File: src/rtl/xbr_pkg.sv
`timescale 1ns/1ps
package xbr_pkg;

  typedef enum logic [1:0] {
    ACC_NONE  = 2'd0,
    ACC_READ  = 2'd1,
    ACC_WRITE = 2'd2,
    ACC_UNDEF = 2'd3
  } acc_kind_t;

  localparam int BANK_SEC = 0;
  localparam int BANK_NS  = 1;
  localparam int N_BANKS  = 2;

  localparam int ATTR_C_BIT = 0;
  localparam int ATTR_S_BIT = 1;
  localparam int ATTR_P_BIT = 2;

endpackage

File: src/rtl/xbr_rst_sync.sv
`timescale 1ns/1ps
module xbr_rst_sync #(
  parameter int STAGES = 2
) (
  input  logic clk,
  input  logic rst_n,
  output logic rst_sync_n
);

  logic [STAGES-1:0] sync_q;
  logic [STAGES-1:0] sync_d;

  always_comb begin
    sync_d = {sync_q[STAGES-2:0], 1'b1};
  end

  always_ff @(posedge clk or negedge rst_n) begin
    if (!rst_n) begin
      sync_q <= '0;
    end else begin
      sync_q <= sync_d;
    end
  end

  assign rst_sync_n = sync_q[STAGES-1];

endmodule

File: src/rtl/xbr_decode.sv
`timescale 1ns/1ps
module xbr_decode
  import xbr_pkg::*;
#(
  parameter int OP1_W = 3,
  parameter int CRN_W = 4,
  parameter int CRM_W = 4,
  parameter int OP2_W = 3,
  parameter logic [OP1_W-1:0] OP1_SEL = '0,
  parameter logic [CRN_W-1:0] CRN_SEL = CRN_W'(2),
  parameter logic [CRM_W-1:0] CRM_SEL = '0,
  parameter logic [OP2_W-1:0] OP2_SEL = OP2_W'(1)
) (
  input  logic             valid,
  input  logic             is_read,
  input  logic             priv,
  input  logic [OP1_W-1:0] op1,
  input  logic [CRN_W-1:0] crn,
  input  logic [CRM_W-1:0] crm,
  input  logic [OP2_W-1:0] op2,
  output logic             hit,
  output acc_kind_t        kind
);

  logic field_match;

  always_comb begin
    field_match = (op1 == OP1_SEL) && (crn == CRN_SEL) &&
                  (crm == CRM_SEL) && (op2 == OP2_SEL);
    hit = valid && field_match;
    if (!hit) begin
      kind = ACC_NONE;
    end else if (!priv) begin
      kind = ACC_UNDEF;
    end else if (is_read) begin
      kind = ACC_READ;
    end else begin
      kind = ACC_WRITE;
    end
  end

endmodule

File: src/rtl/xbr_bank.sv
`timescale 1ns/1ps
module xbr_bank #(
  parameter int BASE_W = 18
) (
  input  logic              clk,
  input  logic              rst_n,
  input  logic              wr_en,
  input  logic [BASE_W-1:0] wr_base,
  input  logic              wr_shared,
  input  logic              wr_cacheable,
  output logic [BASE_W-1:0] base,
  output logic              shared,
  output logic              cacheable
);

  logic [BASE_W-1:0] base_q, base_d;
  logic              shared_q, shared_d;
  logic              cache_q, cache_d;

  always_comb begin
    base_d   = base_q;
    shared_d = shared_q;
    cache_d  = cache_q;
    if (wr_en) begin
      base_d   = wr_base;
      shared_d = wr_shared;
      cache_d  = wr_cacheable;
    end
  end

  always_ff @(posedge clk or negedge rst_n) begin
    if (!rst_n) begin
      base_q   <= '0;
      shared_q <= 1'b0;
      cache_q  <= 1'b0;
    end else if (wr_en) begin
      base_q   <= base_d;
      shared_q <= shared_d;
      cache_q  <= cache_d;
    end
  end

  assign base      = base_q;
  assign shared    = shared_q;
  assign cacheable = cache_q;

endmodule

File: src/rtl/xlat_base_bank.sv
`timescale 1ns/1ps
module xlat_base_bank
  import xbr_pkg::*;
#(
  parameter int DATA_W   = 32,
  parameter int BASE_LSB = 14,
  parameter int OP1_W    = 3,
  parameter int CRN_W    = 4,
  parameter int CRM_W    = 4,
  parameter int OP2_W    = 3,
  parameter int SYNC_STAGES = 2
) (
  input  logic                       clk,
  input  logic                       rst_n,
  input  logic                       acc_valid,
  input  logic                       acc_is_read,
  input  logic [OP1_W-1:0]           acc_op1,
  input  logic [CRN_W-1:0]           acc_crn,
  input  logic [CRM_W-1:0]           acc_crm,
  input  logic [OP2_W-1:0]           acc_op2,
  input  logic [DATA_W-1:0]          acc_wdata,
  input  logic                       cpu_priv,
  input  logic                       cpu_nonsec,
  output logic                       acc_hit,
  output logic                       acc_undef,
  output logic [DATA_W-1:0]          acc_rdata,
  output logic [DATA_W-BASE_LSB-1:0] sec_base,
  output logic                       sec_shared,
  output logic                       sec_cacheable,
  output logic                       sec_ecc,
  output logic [DATA_W-BASE_LSB-1:0] ns_base,
  output logic                       ns_shared,
  output logic                       ns_cacheable,
  output logic                       ns_ecc
);

  localparam int BASE_W = DATA_W - BASE_LSB;

  logic      rst_sync_n;
  acc_kind_t acc_kind;

  logic [BASE_W-1:0] bank_base  [N_BANKS];
  logic              bank_sh    [N_BANKS];
  logic              bank_c     [N_BANKS];
  logic              bank_wr_en [N_BANKS];

  logic              sel_bank;
  logic [BASE_W-1:0] sel_base;
  logic              sel_sh;
  logic              sel_c;
  logic              wdata_unused;

  assign wdata_unused = ^acc_wdata[BASE_LSB-1:ATTR_P_BIT];

  xbr_rst_sync #(.STAGES(SYNC_STAGES)) u_rst (
    .clk        (clk),
    .rst_n      (rst_n),
    .rst_sync_n (rst_sync_n)
  );

  xbr_decode #(
    .OP1_W (OP1_W),
    .CRN_W (CRN_W),
    .CRM_W (CRM_W),
    .OP2_W (OP2_W)
  ) u_dec (
    .valid   (acc_valid),
    .is_read (acc_is_read),
    .priv    (cpu_priv),
    .op1     (acc_op1),
    .crn     (acc_crn),
    .crm     (acc_crm),
    .op2     (acc_op2),
    .hit     (acc_hit),
    .kind    (acc_kind)
  );

  assign sel_bank = cpu_nonsec;

  for (genvar b = 0; b < N_BANKS; b++) begin : g_bank
    assign bank_wr_en[b] = (acc_kind == ACC_WRITE) && (sel_bank == 1'(b));

    xbr_bank #(.BASE_W(BASE_W)) u_bank (
      .clk          (clk),
      .rst_n        (rst_sync_n),
      .wr_en        (bank_wr_en[b]),
      .wr_base      (acc_wdata[DATA_W-1:BASE_LSB]),
      .wr_shared    (acc_wdata[ATTR_S_BIT]),
      .wr_cacheable (acc_wdata[ATTR_C_BIT]),
      .base         (bank_base[b]),
      .shared       (bank_sh[b]),
      .cacheable    (bank_c[b])
    );
  end

  always_comb begin
    sel_base = bank_base[BANK_SEC];
    sel_sh   = bank_sh[BANK_SEC];
    sel_c    = bank_c[BANK_SEC];
    if (sel_bank) begin
      sel_base = bank_base[BANK_NS];
      sel_sh   = bank_sh[BANK_NS];
      sel_c    = bank_c[BANK_NS];
    end
  end

  always_comb begin
    acc_rdata = '0;
    if (acc_kind == ACC_READ) begin
      acc_rdata[DATA_W-1:BASE_LSB] = sel_base;
      acc_rdata[ATTR_S_BIT]        = sel_sh;
      acc_rdata[ATTR_C_BIT]        = sel_c;
    end
  end

  assign acc_undef = (acc_kind == ACC_UNDEF);

  assign sec_base      = bank_base[BANK_SEC];
  assign sec_shared    = bank_sh[BANK_SEC];
  assign sec_cacheable = bank_c[BANK_SEC];
  assign sec_ecc       = 1'b0;
  assign ns_base       = bank_base[BANK_NS];
  assign ns_shared     = bank_sh[BANK_NS];
  assign ns_cacheable  = bank_c[BANK_NS];
  assign ns_ecc        = 1'b0;

endmodule

File: config.mk
export PLATFORM = sky130hd
export DESIGN_NAME = xlat_base_bank
export DESIGN_NICKNAME = d
export VERILOG_FILES = /design/src/rtl/xbr_pkg.sv /design/src/rtl/xbr_rst_sync.sv /design/src/rtl/xbr_decode.sv /design/src/rtl/xbr_bank.sv /design/src/rtl/xlat_base_bank.sv
export SDC_FILE = /design/constraint.sdc
export NUM_CORES = 1
export LEC_CHECK = 0
export BUFFER_PORTS_ARGS = -buffer_cell sky130_fd_sc_hd__buf_2
export CELL_PAD_IN_SITES_DETAIL_PLACEMENT = 1
export CELL_PAD_IN_SITES_GLOBAL_PLACEMENT = 2
export CORE_MARGIN = 1.5
export CORE_UTILIZATION = 23
export CTS_CLUSTER_DIAMETER = 40
export DETAILED_ROUTE_END_ITERATION = 7
export GPL_TIMING_DRIVEN = 0
export PLACE_DENSITY_LB_ADDON = 0.1
export SYNTH_ARGS = -nofsm -noshare
export SYNTH_HDL_FRONTEND = slang
export SYNTH_SLANG_ARGS = --single-unit
File: constraint.sdc
create_clock -name clk -period 1.4 [get_ports clk]
set_clock_uncertainty 0.05 [all_clocks]
set_input_delay 0.21 -clock clk [delete_from_list [all_inputs] [get_ports clk]]
set_output_delay 0.21 -clock clk [all_outputs]
set_load 0.05 [all_outputs]
==> impl_summary.txt <==
----------------------------------------------------
[Worst setup path]
  Worst setup EP type ... output pin
  Worst reg2reg path depth ... 1
  Critical Path Fanout Max ... 10
  Worst setup path endpoint ... acc_rdata[1]
  Start of the worst register-to-register path ... g_bank[0].u_bank.base[12]
  Crit. Startpoint ... acc_op1[0]
  Critical path launch point type ... input port
  Reg2reg end ... g_bank[0].u_bank.base[12]
  Reg-to-reg slack, setup ... between 0.5 and 0.6 ns
  Required @ worst endpoint ... 1.14 ns
  Critical setup path kind ... in -> out
  Critical Path AT ... between 1 and 1.5 ns

[Floorplan]
  Horizontal die dimension ... about 100 µm
  Height of the die ... between 90 and 100 µm
  Num ports ... 128
  Area of the core region ... 9150 µm²
  Die area ... about 10000 µm²
  Initial Util ... about a quarter
  Number of rows created at floorplan ... 35

[Timing]
  Setup violations, final ... between 60 and 70
  Post-layout minimum cycle time ... between 1.5 and 2 ns
  Unrepaired setup endpoints after global routing ... yes
  Crit path setup slack, layout ... -0.323 ns
  Fraction of the cycle the final worst path needs ... 123%
  Final Hold Slack ... around 0.11 ns
  Number of max-slew violations in the final report ... 0
  Number of hold violations in the final report ... 0
  F_max ... a little under 600 MHz
  Setup TNS ... -13.83 ns

[Global route]
  Total congestion overflow after global routing ... 0
  Fraction of met3 tracks used by global routing ... roughly 3.8%
  Number of global-route vias before repair ... around 1800
  All-layer global routing usage ... a little over an eighth
  Wire length of the first global-routing pass ... approximately 10 mm
  Busiest layer in global routing ... met2
  Met1 track demand over resource ... 17.1%
  Largest net degree at the start of global routing ... 24
  Antenna violations before repair ... 0
  Met2 Use GR ... between 20% and 30%

[Detailed routing]
  Wire length per cell ... between 15 and 20 µm
  Via Count ... about 1700
  Remaining number of nets flagged by the antenna check after routing ... 0
  Post-Route WL ... around 6.2 mm
  Via count normalized by instance count ... around 4.1
  Number of design rule violations left after detail routing ... 0
  Number of design-rule violations left by the first detailed-router iteration ... 11
  Iteration count of the initial detailed-routing pass ... 2

[Status]
  Violations in the final reports ... negative setup slack
  Status ... finished with violations

[CTS]
  Num Clock Sinks ... 42
  H-tree Lvls ... 2
  Clock tree buffer depth ... 2
  Clock root buffer ... clkbuf_8
  Cts bufs inserted ... 5
  Reg clk slew, reported paths ... 0.09 ns
  Clk_lat worst skew ... between 0.2 and 0.3 ns
  TritonCTS clock tree ... built

[Synth]
  Post-synthesis cell area ... ~2200 µm²
  Number of storage elements in the synthesis netlist ... 42
  Portion of synthesized cell area occupied by the leading cell type ... between 40% and 50%
  Post-synth EDFFs ... 0
  Fraction of registers with async set or reset after synthesis ... 100%
  Synthesized area per cell ... 13.6 µm²
  Top FF cell, synth ... dfrtp_1
  Post-synthesis cell type count ... 21
  Synth area leaders ... dfrtp_1 49%, mux2_4 14%, mux2_2 9.9%
  Share of synthesized area occupied by flip-flops and latches ... about half
  Library cell occupying the most area in the post-synthesis netlist ... dfrtp_1
  Number of warnings printed during yosys synthesis ... 0
  Cells after synthesis ... around 160

[Placement]
  PortBufs ... just over 100
  Global placement routability congestion ... ~0.63
  DPL Wire Length ... around 4.4 mm

[Cells and area]
  Final net count ... 344
  Most common library cell in the layout ignoring fill and taps ... buf_2
  Share of final-layout standard cells stronger than drive strength 1 ... between 70% and 80%
  Most frequent cells in the layout ... 75 x buf_2, 41 x dfrtp_1, 39 x mux2_4
  Number of antenna cells inserted ... 0
  Signed area change from the synthesized netlist to the final layout ... 67.8%

[Pwr]
  Static power due to leakage ... about 1.8 nW
  Pwr/cell area ... slightly below 700 nW/µm²
  Max VDD drop ... approximately 0.59 mV

[Flow run]
  Reported max-cap violation count ... 0

[Worst hold path]
  Class of the worst hold path ... in -> reg

----------------------------------------------------
==> routing by layer <==
metal / up-vias / share of wire [%]
met5: - / 0
met4: 0 / 0.51
met3: 2 / 5.7
met2: 62 / 48
met1: 823 / 45
li1: 787 / -
==> final cells by class <==
class	instances	area, µm²
plain buffers	22	211
clock buffers	5	68.8
clock inverters	3	45.0
fillers	986	5540
inverters	1	3.75
multi-input cells	106	1230
flip-flops and latches	42	1050
well taps	111	139
repair buffers	114	862
==> state kept, by name, summed over array words and instances (netlist names) <==
signal and count:
g_bank.u_bank.cacheable 2, g_bank.u_bank.shared 2, g_bank.u_bank.base 36, u_rst.sync_q 2
==> synthesized netlist by cell type (2+ instances only) <==
library cell and instances:
buf_4 16, mux2_4 20, mux2_2 19, dfrtp_1 42, conb_1 2, buf_6 2
and4bb_2 2, buf_2 2, nor2_1 20, mux2i_1 20, clkbuf_1 2, nor4_4 2
==> logic make-up after synthesis <==
| logic type | after synthesis | synth area share (%) |
|---|---|---|
| buffers and inverters | 23 | 7.60 |
| muxes | 60 | 33.7 |
| and+or+nand+nor | 31 | 9.63 |
| other | 2 | 0.348 |
| DFF | 42 | 48.8 |
==> worst min path at each step <==
stage,from,endpoint,slack (ns),depth (start not counted)
3_5_place_dp,rst_n,u_rst.sync_q[0],-0.05,1
4_1_cts,acc_wdata[21],g_bank[1].u_bank.base[7],0.09,2
5_1_grt,acc_wdata[21],g_bank[1].u_bank.base[7],0.09,2
6_report,acc_wdata[14],g_bank[1].u_bank.base[0],0.11,2
3_3_place_gp,rst_n,u_rst.sync_q[0],-0.05,1
2_1_floorplan,rst_n,u_rst.sync_q[0],-0.14,0
==> stage by stage <==
| step | util, % | cells | worst slack, ns | area [µm²] | power (mW) |
|---|---|---|---|---|---|
| after floorplan | - | 171 | -0.211 | 2460 | 1.40 |
| after global routing | 39.5 | 404 | -0.414 | 3620 | 2.59 |
| after global placement | 34.0 | 383 | -0.521 | 3110 | 1.49 |
| after CTS | 39.1 | 403 | -0.354 | 3570 | 2.51 |
| after detailed placement | 34.2 | 384 | -0.555 | 3130 | 1.50 |
| final | 39.5 | 404 | -0.323 | 3620 | 2.47 |
==> where the power goes <==
part	total [mW]	switching (mW)	internal, mW
sequential	1.23	0.0107	1.22
clock	0.978	0.447	0.531
combinational	0.262	0.158	0.103
total	2.47	0.616	1.85
==> critical path, cell delays in order <==
cell,delay [ns]
buf_6,0.10
nor4_4,0.31
nand4_2,0.13
or2_4,0.28
buf_12,0.17
nor2_4,0.10
buf_8,0.15
==> repair_timing <==
action                                  4_1_cts  5_1_grt
pin swaps                                     4        3
hold endpoints to repair                      2        0
cloned                                        4        0
hold buffers                                  1        0
setup buffers                                 6        1
gates resized for setup                      68        9
endpoints found under the setup margin       62       61
Power figures use the tool's default switching activity.
